File: src/rtl/ide_cfg_pkg.sv
package ide_cfg_pkg;
  localparam int OFS_W = 3;

  localparam logic [OFS_W-1:0] OFS_RD_TIM = 3'd0;
  localparam logic [OFS_W-1:0] OFS_WR_TIM = 3'd1;
  localparam logic [OFS_W-1:0] OFS_KEY    = 3'd2;
  localparam logic [OFS_W-1:0] OFS_CTRL   = 3'd3;
  localparam logic [OFS_W-1:0] OFS_STRAP  = 3'd5;
  localparam logic [OFS_W-1:0] OFS_MISC   = 3'd6;
  localparam logic [OFS_W-1:0] OFS_PROBE  = OFS_WR_TIM;

  localparam logic [7:0] KEY_OPEN  = 8'h03;
  localparam logic [7:0] KEY_CLOSE = 8'h83;
  localparam logic [7:0] KEY_BANKB = 8'hC0;

  typedef enum logic [1:0] {
    SEQ_IDLE = 2'd0,
    SEQ_ONE  = 2'd1,
    SEQ_TWO  = 2'd2
  } seq_e;
endpackage

File: src/rtl/ide_cfg_unlock.sv
module ide_cfg_unlock
  import ide_cfg_pkg::*;
#(
  parameter int DW = 8
) (
  input  logic             clk,
  input  logic             rst,
  input  logic             rd,
  input  logic             wr,
  input  logic             word,
  input  logic [OFS_W-1:0] addr,
  input  logic [DW-1:0]    wdata,
  output logic             open_o
);
  seq_e seq_q, seq_d;
  logic open_q, open_d;
  logic any_acc, probe_rd, key_open, key_close;

  assign any_acc   = rd | wr;
  assign probe_rd  = rd && !wr && word && (addr == OFS_PROBE);
  assign key_open  = wr && !rd && !word && (addr == OFS_KEY) && (wdata == DW'(KEY_OPEN));
  assign key_close = wr && !rd && !word && (addr == OFS_KEY) && (wdata == DW'(KEY_CLOSE));

  always_comb begin
    seq_d  = seq_q;
    open_d = open_q;
    if (open_q) begin
      seq_d = SEQ_IDLE;
      if (key_close) open_d = 1'b0;
    end else if (any_acc) begin
      unique case (seq_q)
        SEQ_IDLE: seq_d = probe_rd ? SEQ_ONE : SEQ_IDLE;
        SEQ_ONE:  seq_d = probe_rd ? SEQ_TWO : SEQ_IDLE;
        SEQ_TWO: begin
          seq_d  = SEQ_IDLE;
          open_d = key_open;
        end
        default:  seq_d = SEQ_IDLE;
      endcase
    end
  end

  always_ff @(posedge clk) begin
    if (rst) begin
      seq_q  <= SEQ_IDLE;
      open_q <= 1'b0;
    end else begin
      seq_q  <= seq_d;
      open_q <= open_d;
    end
  end

  assign open_o = open_q;
endmodule

File: src/rtl/ide_cfg_regs.sv
module ide_cfg_regs
  import ide_cfg_pkg::*;
#(
  parameter int          DW      = 8,
  parameter int          NBANK   = 2,
  parameter logic [DW-1:0] RST_TIM = 8'h5B
) (
  input  logic                       clk,
  input  logic                       rst,
  input  logic                       open_i,
  input  logic                       rd,
  input  logic                       wr,
  input  logic                       word,
  input  logic [OFS_W-1:0]           addr,
  input  logic [DW-1:0]              wdata,
  input  logic                       strap_i,
  output logic [DW-1:0]              rdata_o,
  output logic                       per_drive_o,
  output logic [NBANK-1:0][DW-1:0]   rd_tim_o,
  output logic [NBANK-1:0][DW-1:0]   wr_tim_o
);
  localparam int BW = (NBANK > 1) ? $clog2(NBANK) : 1;

  logic [DW-1:0] ctrl_q, misc_q, rdata_q;
  logic          strap_q, bankb_en_q;
  logic          cfg_wr, cfg_rd, bankb_key;
  logic [BW-1:0] acc_bank;
  logic [DW-1:0] rd_mux;

  assign cfg_wr    = open_i && wr && !rd;
  assign cfg_rd    = open_i && rd && !wr;
  assign bankb_key = !open_i && wr && !rd && !word && (addr == OFS_CTRL) &&
                     (wdata == DW'(KEY_BANKB));
  assign acc_bank  = bankb_en_q ? misc_q[BW-1:0] : '0;

  for (genvar b = 0; b < NBANK; b++) begin : g_bank
    logic [DW-1:0] rt_q, wt_q;
    always_ff @(posedge clk) begin
      if (rst) begin
        rt_q <= RST_TIM;
        wt_q <= RST_TIM;
      end else if (cfg_wr && (acc_bank == BW'(b))) begin
        if (addr == OFS_RD_TIM) rt_q <= wdata;
        if (addr == OFS_WR_TIM) wt_q <= wdata;
      end
    end
    assign rd_tim_o[b] = rt_q;
    assign wr_tim_o[b] = wt_q;
  end

  always_ff @(posedge clk) begin
    if (rst) begin
      ctrl_q     <= '0;
      misc_q     <= '0;
      strap_q    <= 1'b0;
      bankb_en_q <= 1'b0;
    end else begin
      strap_q <= strap_i;
      if (bankb_key) bankb_en_q <= 1'b1;
      if (cfg_wr && addr == OFS_CTRL) ctrl_q <= wdata;
      if (cfg_wr && addr == OFS_MISC) misc_q <= wdata;
    end
  end

  always_comb begin
    unique case (addr)
      OFS_RD_TIM: rd_mux = rd_tim_o[acc_bank];
      OFS_WR_TIM: rd_mux = wr_tim_o[acc_bank];
      OFS_CTRL:   rd_mux = ctrl_q;
      OFS_STRAP:  rd_mux = {{(DW-1){1'b0}}, strap_q};
      OFS_MISC:   rd_mux = misc_q;
      default:    rd_mux = '0;
    endcase
  end

  always_ff @(posedge clk) begin
    if (rst) rdata_q <= '0;
    else     rdata_q <= cfg_rd ? rd_mux : '0;
  end

  assign rdata_o     = rdata_q;
  assign per_drive_o = ctrl_q[0];
endmodule

File: src/rtl/ide_cfg_timing.sv
module ide_cfg_timing #(
  parameter int            DW      = 8,
  parameter int            NBANK   = 2,
  parameter logic [DW-1:0] RST_TIM = 8'h5B
) (
  input  logic                     clk,
  input  logic                     rst,
  input  logic                     per_drive,
  input  logic                     drv_sel,
  input  logic [NBANK-1:0][DW-1:0] rd_tim_i,
  input  logic [NBANK-1:0][DW-1:0] wr_tim_i,
  output logic [DW-1:0]            tim_rd_o,
  output logic [DW-1:0]            tim_wr_o
);
  localparam int BW = (NBANK > 1) ? $clog2(NBANK) : 1;

  logic [BW-1:0] use_bank;
  assign use_bank = (per_drive && drv_sel && NBANK > 1) ? BW'(1) : '0;

  always_ff @(posedge clk) begin
    if (rst) begin
      tim_rd_o <= RST_TIM;
      tim_wr_o <= RST_TIM;
    end else begin
      tim_rd_o <= rd_tim_i[use_bank];
      tim_wr_o <= wr_tim_i[use_bank];
    end
  end
endmodule

File: src/rtl/ide_cfg_window.sv
module ide_cfg_window
  import ide_cfg_pkg::*;
#(
  parameter int            DW      = 8,
  parameter int            NBANK   = 2,
  parameter logic [DW-1:0] RST_TIM = 8'h5B
) (
  input  logic             clk,
  input  logic             rst,
  input  logic             bus_rd,
  input  logic             bus_wr,
  input  logic             bus_word,
  input  logic [OFS_W-1:0] bus_addr,
  input  logic [DW-1:0]    bus_wdata,
  output logic [DW-1:0]    bus_rdata,
  input  logic             drv_sel,
  input  logic             clk_strap,
  output logic             dev_rd,
  output logic             dev_wr,
  output logic [OFS_W-1:0] dev_addr,
  output logic             dev_word,
  output logic [DW-1:0]    dev_wdata,
  output logic             cfg_open,
  output logic [DW-1:0]    tim_rd,
  output logic [DW-1:0]    tim_wr
);
  logic                     open_w, per_drive_w;
  logic [NBANK-1:0][DW-1:0] rd_tim_w, wr_tim_w;

  ide_cfg_unlock #(.DW(DW)) u_unlock (
    .clk(clk), .rst(rst), .rd(bus_rd), .wr(bus_wr), .word(bus_word),
    .addr(bus_addr), .wdata(bus_wdata), .open_o(open_w)
  );

  ide_cfg_regs #(.DW(DW), .NBANK(NBANK), .RST_TIM(RST_TIM)) u_regs (
    .clk(clk), .rst(rst), .open_i(open_w), .rd(bus_rd), .wr(bus_wr),
    .word(bus_word), .addr(bus_addr), .wdata(bus_wdata), .strap_i(clk_strap),
    .rdata_o(bus_rdata), .per_drive_o(per_drive_w),
    .rd_tim_o(rd_tim_w), .wr_tim_o(wr_tim_w)
  );

  ide_cfg_timing #(.DW(DW), .NBANK(NBANK), .RST_TIM(RST_TIM)) u_timing (
    .clk(clk), .rst(rst), .per_drive(per_drive_w), .drv_sel(drv_sel),
    .rd_tim_i(rd_tim_w), .wr_tim_i(wr_tim_w),
    .tim_rd_o(tim_rd), .tim_wr_o(tim_wr)
  );

  always_ff @(posedge clk) begin
    if (rst) begin
      dev_rd    <= 1'b0;
      dev_wr    <= 1'b0;
      dev_addr  <= '0;
      dev_word  <= 1'b0;
      dev_wdata <= '0;
    end else begin
      dev_rd    <= bus_rd && !open_w;
      dev_wr    <= bus_wr && !open_w;
      dev_addr  <= bus_addr;
      dev_word  <= bus_word;
      dev_wdata <= bus_wdata;
    end
  end

  assign cfg_open = open_w;
endmodule

File: config.mk
export PLATFORM = sky130hd
export DESIGN_NAME = ide_cfg_window
export DESIGN_NICKNAME = d
export VERILOG_FILES = /design/src/rtl/ide_cfg_pkg.sv /design/src/rtl/ide_cfg_unlock.sv /design/src/rtl/ide_cfg_regs.sv /design/src/rtl/ide_cfg_timing.sv /design/src/rtl/ide_cfg_window.sv
export SDC_FILE = /design/constraint.sdc
export NUM_CORES = 1
export LEC_CHECK = 0
export ABC_CLOCK_PERIOD_IN_PS = 1600
export BUFFER_PORTS_ARGS = -buffer_cell sky130_fd_sc_hd__buf_2
export CAP_MARGIN = 20
export CORE_MARGIN = 2
export CORE_UTILIZATION = 56
export DETAILED_ROUTE_END_ITERATION = 8
export PLACE_DENSITY = 0.79
export SETUP_SLACK_MARGIN = 0.4
export SLEW_MARGIN = 10
export SYNTH_ARGS = -nofsm -noshare
export SYNTH_HDL_FRONTEND = slang
export SYNTH_SLANG_ARGS = --single-unit
File: constraint.sdc
create_clock -name clk -period 1.6 [get_ports clk]
set_input_delay 0.32 -clock clk [delete_from_list [all_inputs] [get_ports clk]]
set_output_delay 0.32 -clock clk [all_outputs]
set_load 0.02 [all_outputs]
==> impl_metrics.csv, run 1 <==
group,metric,value,unit
floorplanning,die_area,0.00725,mm^2
drt,drt_pass1_iterations,6,
drt,vias,3306,
floorplanning,die_y,85.2,um
timing,rsz0062_at_grt,"true",
worst_setup_path,crit_path_start_kind,"register",
floorplanning,core-area,0.00635,mm^2
drt,wl_per_cell,18.3,um
timing,maxSlewViolCount,0,
cells_and_area,antenna_cells,0,
timing,hold_viol_final,0,
floorplanning,start_util,58.1,%
synthesis,syn_avg_cell_area,9.49,um^2
power,power,0.00388,W
timing,max_clock_freq,684,MHz
drt,route.detailed.drc,0,
floorplanning,row_count,29,
cells_and_area,area_delta_synth_final,26.6,%
cts,cts_max_level,3,
drt,avgViaCountPerCell,5.95,
floorplanning,num_io_pins,57,
worst_setup_path,path_class,"register to register",
min_path,min_path_type,"input pin to register",
cts,tritoncts,"yes",
cts,cts_buffers,9,
synthesis,syn_nets,407,
cells_and_area,fin_area,0.00467,mm^2
synthesis,async_flop_share,0,%
floorplanning,dieWidth,85.2,um
worst_setup_path,cp.required,1830,ps
worst_setup_path,startpoint,"u_regs.misc_q[0]$_SDFFE_PP0P_",
synthesis,synthFlopType,"dfxtp_1",
timing,skew,7.79,ps
drt,routed_wl,10.2,mm
worst_setup_path,cp-end-kind,"register",
placed_design,dp_hpwl,5.92,mm
power,irDropWorstVdd,0.601,mV
worst_setup_path,r2r_end,"u_regs.rdata_o[1]$_SDFF_PP0_",
worst_setup_path,endpoint,"u_regs.rdata_o[1]$_SDFF_PP0_",
worst_setup_path,cp.arrival,1690,ps
synthesis,yosys_warnings,0,
drt,drtIter0Drc,423,
synthesis,synthCells,389,
global_routing,grt_max_degree,84,
global_routing,overflow,0,
cts,cts_sinks,91,
timing,fin_crit_sh,91.4,%
global_routing,grt_usage,25.7,%
worst_setup_path,r2r-start,"u_regs.misc_q[0]$_SDFFE_PP0P_",
placed_design,placed_cell_area,0.00421,mm^2
placed_design,place.gp.congestion,0.876,
cells_and_area,drive_above_1_share,33.4,%
global_routing,first_global_vias,2961,
worst_setup_path,worstRegToRegCells,4,
worst_setup_path,r2r_slack,140,ps
timing,relSlewSlack,71.3,%
cts,ctsHoldBuffers,0,
placed_design,port_buffers,56,
synthesis,yosysUniqueCellTypes,42,
synthesis,syn_area,0.00369,mm^2
timing,tightest_slew,425,ps
global_routing,grt_pass1_wl,14.6,mm
worst_setup_path,crit_fanout,5,
global_routing,antenna_found_initial,0,
timing,period_minus_slack,1460,ps
power,p_per_area,829,mW/mm^2
power,power_leakage,2.06,nW
synthesis,synth-seq-cells,91,
cells_and_area,final.fill_count,427,
cells_and_area,num-nets-final,494,
synthesis,seq_area_frac_synth,49.4,%
cts,path_clk_slew,80,ps
job,maxCapViolCount,0,
synthesis,synth_edf_count,0,
cts,root_buffer,"clkbuf_8",
drt,postRouteAntennaNets,0,
timing,setup_viol_count_final,0,
status,outcome,"completed",
cts,clock_path_buffers,2,
cts,clk_latency,360,ps
==> timing repair <==
| action | CTS | global route |
|---|---|---|
| setup buffers | 5 | 10 |
| resized for setup | 11 | 23 |
| hold endpoints to repair | 0 | 0 |
| gates cloned | 1 | 2 |
| pin swaps | 2 | 16 |
| endpoints found under the setup margin | 58 | 60 |
==> layer usage <==
| layer | track usage, % | wire (um) | vias up |
|---|---|---|---|
| li1 | - | - | 1517 |
| met1 | 34.4 | 4100 | 1541 |
| met2 | 41.7 | 4860 | 208 |
| met3 | 4.77 | 919 | 40 |
| met4 | 9.38 | 278 | 0 |
| met5 | 0 | 0 | - |
==> layout make-up <==
cell class / count / area (um^2) / share of cell area (%)
multi-input cells: 262 / 1810 / 38.8
inverters: 8 / 30.0 / 0.643
clock inverters: 3 / 16.3 / 0.348
repair buffers: 104 / 751 / 16.1
well taps: 77 / 96.3 / 2.06
clock buffers: 11 / 131 / 2.81
flip-flops and latches: 91 / 1830 / 39.2
==> critical path, stage by stage, from the launching register on <==
cell and delay [ps]:
dfxtp_4 460, nand2_4 120, mux2_4 320, a222oi_1 360, nor2_1 80
==> cells in the final DEF (no fill, tap or decap), drive strengths merged, types with 2 or more instances in the layout <==
| cell | count |
|---|---|
| clkbuf | 12 |
| a22oi | 2 |
| a211o | 10 |
| nand2 | 70 |
| o21ai | 2 |
| dfxtp | 91 |
| nor2 | 50 |
| inv | 9 |
| nand3 | 2 |
| a31oi | 2 |
| mux2 | 16 |
| and3 | 3 |
| nor3b | 3 |
| nor2b | 11 |
| mux2i | 22 |
| a22o | 8 |
| nor3 | 4 |
| buf | 103 |
| and2 | 2 |
| a222oi | 7 |
| nand4 | 3 |
| nor4 | 2 |
| clkinv | 2 |
| nor4b | 3 |
| a21oi | 14 |
| nand3b | 20 |
==> power breakdown <==
| part | switching, W | internal [W] |
|---|---|---|
| logic | 0.000169 | 0.000107 |
| clock network | 0.000772 | 0.000545 |
| registers | 0.00000416 | 0.00228 |
| total | 0.000946 | 0.00293 |
==> sequential cells by signal, indices dropped and copies added (netlist names), 2 cells and up <==
signal	count
dev_wdata	8
dev_addr	3
u_unlock.seq_q	2
u_regs.rdata_o	8
u_timing.tim_wr_o	8
u_timing.tim_rd_o	8
u_regs.ctrl_q	8
u_regs.g_bank.wt_q	16
u_regs.g_bank.rt_q	16
u_regs.misc_q	8
==> cell families after synthesis <==
logic type | after synthesis | synth area share (%)
buffers and inverters | 38 | 5.49
flip-flops | 91 | 49.4
multiplexers | 38 | 11.6
AND/OR/NAND/NOR | 175 | 24.0
AO/OA/AOI/OAI | 47 | 9.56
==> synth_stat cells (8+ instances only) <==
| cell type | count | area share [%] |
|---|---|---|
| a211o_1 | 10 | 2.4 |
| a21oi_1 | 14 | 1.9 |
| a22o_1 | 8 | 1.9 |
| clkbuf_1 | 12 | 1.2 |
| dfxtp_1 | 91 | 49 |
| inv_1 | 8 | 0.81 |
| mux2_2 | 9 | 2.7 |
| mux2i_1 | 22 | 6.0 |
| nand2_1 | 68 | 6.9 |
| nand3b_1 | 20 | 4.1 |
| nor2_1 | 50 | 5.1 |
| nor2b_1 | 11 | 1.9 |
==> worst min path at each step <==
stage / depth (start not counted) / to / slack (ps) / start
final: 2 / u_regs.strap_q$_SDFF_PP0_ / 170 / clk_strap
after global routing: 2 / u_regs.strap_q$_SDFF_PP0_ / 170 / clk_strap
after CTS: 2 / u_regs.strap_q$_SDFF_PP0_ / 170 / clk_strap
after global placement: 2 / u_regs.g_bank[0].wt_q[2]$_SDFFE_PP0P_ / 460 / u_regs.g_bank[0].wt_q[2]$_SDFFE_PP0P_
after floorplan: 1 / u_unlock.seq_q[0]$_SDFFE_PP0P_ / 400 / bus_wr
after detailed placement: 2 / u_regs.g_bank[0].wt_q[5]$_SDFFE_PP0P_ / 470 / u_regs.g_bank[0].wt_q[5]$_SDFFE_PP0P_
==> metrics by stage <==
step / setup TNS (ps) / util, % / hold WS, ps / cells / setup slack, ps
4_1_cts: 0 / 70.2 / 169 / 544 / 215
6_report: 0 / 73.6 / 166 / 556 / 138
2_1_floorplan: 0 / - / 399 / 389 / 152
3_3_place_gp: 0 / 66.3 / 457 / 524 / 15.2
3_5_place_dp: -31.5 / 66.3 / 465 / 524 / -11.6
5_1_grt: 0 / 73.6 / 171 / 556 / 72.6
(Power assumes the default switching activity.)
==> run 2, diff against run 1 <==
--- a/config.mk
+++ b/config.mk
@@ -11,8 +11,8 @@
 export CORE_MARGIN = 2
 export CORE_UTILIZATION = 56
 export DETAILED_ROUTE_END_ITERATION = 8
+export GPL_ROUTABILITY_DRIVEN = 0
 export PLACE_DENSITY = 0.79
-export SETUP_SLACK_MARGIN = 0.4
 export SLEW_MARGIN = 10
 export SYNTH_ARGS = -nofsm -noshare
 export SYNTH_HDL_FRONTEND = slang
==> constraint.sdc (replaced) <==
create_clock -name clk -period 1.6 [get_ports clk]
set_input_delay 0.32 -clock clk [delete_from_list [all_inputs] [get_ports clk]]
set_output_delay 0.32 -clock clk [all_outputs]
set_load 0.1 [all_outputs]
==> impl_metrics.csv, run 2 (synthesized netlist as in run 1, its figures left out) <==
group,metric,value,unit
timing,maxSlewViolCount,0,
floorplanning,num_io_pins,57,
power,comb_power_share,8.4,%
worst_setup_path,crit_path_start_kind,"register",
cts,clk_latency,370,ps
placed_design,port_buffers,56,
cells_and_area,final.fill_count,522,
cts,path_clk_slew,90,ps
drt,vias,3035,
power,irDropWorstVdd,0.685,mV
cells_and_area,fin_area,0.00439,mm^2
power,power,0.00424,W
timing,hold_viol_final,0,
timing,skew,9.41,ps
global_routing,overflow,0,
power,power_frac_seq,53.8,%
cells_and_area,reg.largest.list,"u_regs.g_bank.rt_q: 16 flops, u_regs.g_bank.wt_q: 16 flops",
cells_and_area,multi_input_area,0.00167,mm^2
worst_setup_path,path_delay_family,"buffers and inverters",
min_path,min_path_type,"input pin to register",
cells_and_area,layout_commonest_cell,"dfxtp_1",
cells_and_area,ff_latch_area,0.00183,mm^2
timing,setup_ws,67.1,ps
worst_setup_path,crit_fanout,10,
placed_design,dp_slack,-0.0446,ps
cells_and_area,fin_cells,541,
global_routing,grt_pass1_wl,14.0,mm
power,power_leakage,1.93,nW
power,switchingPower,0.00113,W
job,maxCapViolCount,0,
timing,fin_crit_sh,95.8,%
cells_and_area,layout_common_cells,"dfxtp_1 (90), nand2_1 (68), buf_2 (56), nor2_1 (50), buf_4 (30)",
power,clkPwrFrac,37.8,%
global_routing,grt_max_degree,58,
worst_setup_path,max_stage_delay,440,ps
power,intPower,0.00311,W
cts,cts_sinks,91,
worst_setup_path,cp-end-kind,"primary output",
worst_setup_path,cp.arrival,1210,ps
cts,ctsHoldBuffers,0,
timing,tightest_slew,653,ps
drt,postRouteAntennaNets,0,
timing,setup_viol_count_final,0,
placed_design,placed_cell_area,0.00418,mm^2
worst_setup_path,slowest_stage,"buf_2",
drt,drtIter0Drc,238,
global_routing,antenna_found_initial,0,
cts,cts_max_level,3,
floorplanning,row_count,29,
floorplanning,dieWidth,85.2,um
timing,relSlewSlack,56.2,%
worst_setup_path,critical_path_buf_inv_count,1,
cts,tritoncts,"yes",
timing,max_clock_freq,652,MHz
cells_and_area,area_delta_synth_final,18.9,%
global_routing,first_global_vias,2862,
global_routing,grt_usage,24.7,%
floorplanning,core-area,0.00635,mm^2
timing,rsz0062_at_grt,"false",
floorplanning,start_util,58.1,%
floorplanning,die_y,85.2,um
power,p_sw_share,26.7,%
worst_setup_path,cp.required,1280,ps
drt,routed_wl,8.69,mm
worst_setup_path,path_cells,"buf_2",
floorplanning,die_area,0.00725,mm^2
drt,avgViaCountPerCell,5.61,
drt,drt_pass1_iterations,5,
drt,route.detailed.drc,0,
worst_setup_path,path_class,"register to primary output",
cts,root_buffer,"clkbuf_8",
placed_design,dpl.cell_count,525,
placed_design,dp_hpwl,5.90,mm
cells_and_area,num-nets-final,477,
cts,post_cts.repair.setup_buffers,0,
drt,wl_per_cell,16.1,um
cts,clock_path_buffers,2,
status,outcome,"completed",
cells_and_area,antenna_cells,0,
timing,period_minus_slack,1530,ps
cells_and_area,drive_above_1_share,27.8,%
cts,cts_buffers,9,
cts,ctsResizeCount,0,
power,p_per_area,967,mW/mm^2
-- run 2: cell types whose count changed in the layout (fill, tap and decap cells not counted), sizes merged --
cell      before  now
clkinv         2    1
clkinvlp       0    1
buf          103   89
clkbuf        12   10
nand2         70   68
bufinv         0    1
inv            9   11
-- run 2: worst paths after layout --
check / depth (start not counted) / startpoint / end / slack (ps)
max: 1 / u_unlock.open_o$_SDFF_PP0_ / cfg_open / 70
min reg2reg: 2 / u_regs.g_bank[1].rt_q[5]$_SDFFE_PP0P_ / u_timing.tim_rd_o[5]$_SDFF_PP0_ / 480
max reg2reg: 5 / u_regs.bankb_en_q$_SDFFE_PP0P_ / u_regs.rdata_o[2]$_SDFF_PP0_ / 70
min: 2 / clk_strap / u_regs.strap_q$_SDFF_PP0_ / 160
-- run 2: metal layers --
metal	vias to the layer above	wire, um	GRT usage [%]
li1	1471	-	-
met1	1473	4000	33.4
met2	82	4180	39.4
met3	9	417	5.06
met4	0	94	8.51
met5	-	0	0
-- run 2: cell type report --
cell class / count / share of cell area (%)
repair buffers: 89 / 12.9
clock buffers: 10 / 2.91
well taps: 77 / 2.20
inverters: 8 / 0.684
multi-input cells: 260 / 38.1
flip-flops and latches: 91 / 41.6
clock inverters: 6 / 1.63
-- run 2: power by group through the flow --
stage | Clock [W] | Combinational [W] | Sequential [W]
after floorplan | 0 | 0.000103 | 0.00248
after global placement | 0 | 0.000348 | 0.00234
after detailed placement | 0 | 0.000350 | 0.00234
after CTS | 0.00161 | 0.000352 | 0.00228
after global routing | 0.00169 | 0.000373 | 0.00229
final | 0.00160 | 0.000355 | 0.00228
-- run 2: stage by stage --
step	utilization, %	setup TNS, ps	hold slack [ps]
2_1_floorplan	-	-931	399
3_3_place_gp	65.9	0	453
3_5_place_dp	65.9	-0.0446	462
4_1_cts	69.0	0	150
5_1_grt	69.1	0	171
6_report	69.1	0	156
==> run 3, diff against run 2 <==
--- a/config.mk
+++ b/config.mk
@@ -5,15 +5,15 @@
 export SDC_FILE = /design/constraint.sdc
 export NUM_CORES = 1
 export LEC_CHECK = 0
-export ABC_CLOCK_PERIOD_IN_PS = 1600
+export ABC_CLOCK_PERIOD_IN_PS = 1250
 export BUFFER_PORTS_ARGS = -buffer_cell sky130_fd_sc_hd__buf_2
 export CAP_MARGIN = 20
-export CORE_MARGIN = 2
-export CORE_UTILIZATION = 56
+export CORE_MARGIN = 3
+export CORE_UTILIZATION = 50
 export DETAILED_ROUTE_END_ITERATION = 8
 export GPL_ROUTABILITY_DRIVEN = 0
-export PLACE_DENSITY = 0.79
-export SLEW_MARGIN = 10
+export PLACE_DENSITY = 0.74
+export SLEW_MARGIN = 20
 export SYNTH_ARGS = -nofsm -noshare
 export SYNTH_HDL_FRONTEND = slang
 export SYNTH_SLANG_ARGS = --single-unit
==> constraint.sdc (replaced) <==
create_clock -name clk -period 1.25 [get_ports clk]
set_input_delay 0.25 -clock clk [delete_from_list [all_inputs] [get_ports clk]]
set_output_delay 0.25 -clock clk [all_outputs]
set_load 0.1 [all_outputs]
==> impl_metrics.csv, run 3 (synthesized netlist as in run 1, its figures left out) <==
group,metric,value,unit
cts,path_clk_slew,90,ps
worst_setup_path,startpoint,"u_regs.bankb_en_q$_SDFFE_PP0P_",
worst_setup_path,cp.arrival,1900,ps
worst_setup_path,r2r-start,"u_regs.bankb_en_q$_SDFFE_PP0P_",
floorplanning,start_util,52.8,%
worst_setup_path,path_cells,"nand2_4 > buf_12 > buf_8 > mux2_4 > a222oi_1 > nor2_1",
timing,fin_crit_sh,135,%
drt,route.detailed.drc,0,
cts,tritoncts,"yes",
cts,clk_latency,370,ps
global_routing,first_global_vias,3354,
worst_setup_path,cp.required,1460,ps
drt,routed_wl,12.5,mm
worst_setup_path,max_stage_delay,450,ps
floorplanning,dieWidth,91.9,um
timing,setup_viol_count_final,59,
worst_setup_path,path_class,"register to register",
timing,setup_ws,-439,ps
global_routing,grt_max_degree,46,
timing,tightest_slew,740,ps
floorplanning,core-area,0.00698,mm^2
timing,maxSlewViolCount,0,
cells_and_area,area_delta_synth_final,52.9,%
floorplanning,row_count,30,
cts,root_buffer,"clkbuf_8",
timing,period_minus_slack,1690,ps
power,p_per_area,957,mW/mm^2
cts,cts_buffers,9,
worst_setup_path,cp-end-kind,"register",
worst_setup_path,endpoint,"u_regs.rdata_o[6]$_SDFF_PP0_",
drt,wl_per_cell,20.9,um
drt,vias,3527,
cts,ctsHoldBuffers,0,
worst_setup_path,worstRegToRegCells,6,
timing,hold_viol_final,0,
cells_and_area,num-nets-final,515,
cts,clock_path_buffers,2,
timing,hold_ws,90.8,ps
worst_setup_path,r2r_slack,-440,ps
placed_design,dp_hpwl,6.97,mm
cts,cts_sinks,91,
worst_setup_path,r2r_end,"u_regs.rdata_o[6]$_SDFF_PP0_",
floorplanning,die_area,0.00845,mm^2
power,power_leakage,2.45,nW
cells_and_area,fin_cells,598,
global_routing,antenna_found_initial,0,
placed_design,dpl.cell_count,567,
timing,max_clock_freq,592,MHz
job,maxCapViolCount,0,
timing,relSlewSlack,50.4,%
status,outcome,"finished, violations left",
worst_setup_path,crit_path_start_kind,"register",
power,irDropWorstVdd,0.612,mV
min_path,min_path_type,"input pin to register",
status,violations,"negative setup slack",
global_routing,grt_usage,27.0,%
drt,drt_pass1_iterations,5,
worst_setup_path,slowest_stage,"a222oi_1",
cells_and_area,drive_above_1_share,40.8,%
global_routing,overflow,0,
cells_and_area,final_util,80.8,%
drt,postRouteAntennaNets,0,
timing,rsz0062_at_grt,"true",
worst_setup_path,crit_fanout,5,
cts,cts_max_level,3,
drt,avgViaCountPerCell,5.90,
cells_and_area,layout_common_cells,"dfxtp_1 (88), nand2_1 (50), nor2_1 (49), buf_12 (45), buf_4 (43)",
global_routing,grt_pass1_wl,17.7,mm
cells_and_area,reg.largest.list,"u_regs.g_bank.rt_q: 16 flops, u_regs.g_bank.wt_q: 16 flops",
cells_and_area,antenna_cells,0,
floorplanning,die_y,91.9,um
placed_design,port_buffers,56,
timing,setup_tns,-10490,ps
floorplanning,num_io_pins,57,
timing,skew,17.0,ps
cells_and_area,layout_commonest_cell,"dfxtp_1",
drt,drtIter0Drc,340,
-- run 3: stage by stage --
step / area (um^2) / total power (W) / setup slack (ps)
CTS: 5440 / 0.00535 / -288
finish: 5640 / 0.00540 / -439
global placement: 5030 / 0.00357 / -255
floorplan: 3730 / 0.00330 / -402
detailed placement: 5030 / 0.00358 / -318
global route: 5640 / 0.00553 / -500
-- run 3: cell type report --
| cell class | count | area (um^2) |
|---|---|---|
| Multi-Input combinational cell | 260 | 1880 |
| Sequential cell | 91 | 1830 |
| Timing Repair Buffer | 127 | 1610 |
| Fill cell | 376 | 1340 |
| Clock buffer | 11 | 141 |
| Tap cell | 96 | 120 |
| Clock inverter | 5 | 35.0 |
| Inverter | 8 | 30.0 |
-- run 3: worst min path at each step --
stage,startpoint,end,cells past startpoint
final,clk_strap,u_regs.strap_q$_SDFF_PP0_,2
after global routing,clk_strap,u_regs.strap_q$_SDFF_PP0_,2
after CTS,clk_strap,u_regs.strap_q$_SDFF_PP0_,2
after detailed placement,clk_strap,u_regs.strap_q$_SDFF_PP0_,2
after global placement,u_regs.g_bank[0].rt_q[2]$_SDFFE_PP0P_,u_regs.g_bank[0].rt_q[2]$_SDFFE_PP0P_,2
after floorplan,bus_wr,u_unlock.seq_q[0]$_SDFFE_PP0P_,1
-- run 3: critical path: cells and delay by family (launching register included) --
family          cells  cell delay (ps)
compound gates      1              450
buf+inv             2              260
flops               1              370
mux                 1              310
simple gates        2              170
-- run 3: what timing repair did --
item                       CTS  global route
pin swaps                   24            32
setup buffers                9             7
setup endpoints to repair   57            59
gates resized for setup     44            30
gates cloned                 1             2
-- run 3: power by group --
part           total (W)  internal (W)  switching (W)
clock            0.00184      0.000783        0.00106
sequential       0.00294       0.00292      0.0000200
combinational   0.000614      0.000227       0.000387
-- run 3: routing by layer --
layer  GRT usage [%]  vias to the layer above  part of all wire [%]
met1            32.1                     1710                    39
met4            13.4                        0                   5.2
met5               0                        -                     0
met3            4.51                       62                   6.9
met2            47.0                      201                    49
li1                -                     1554                     -
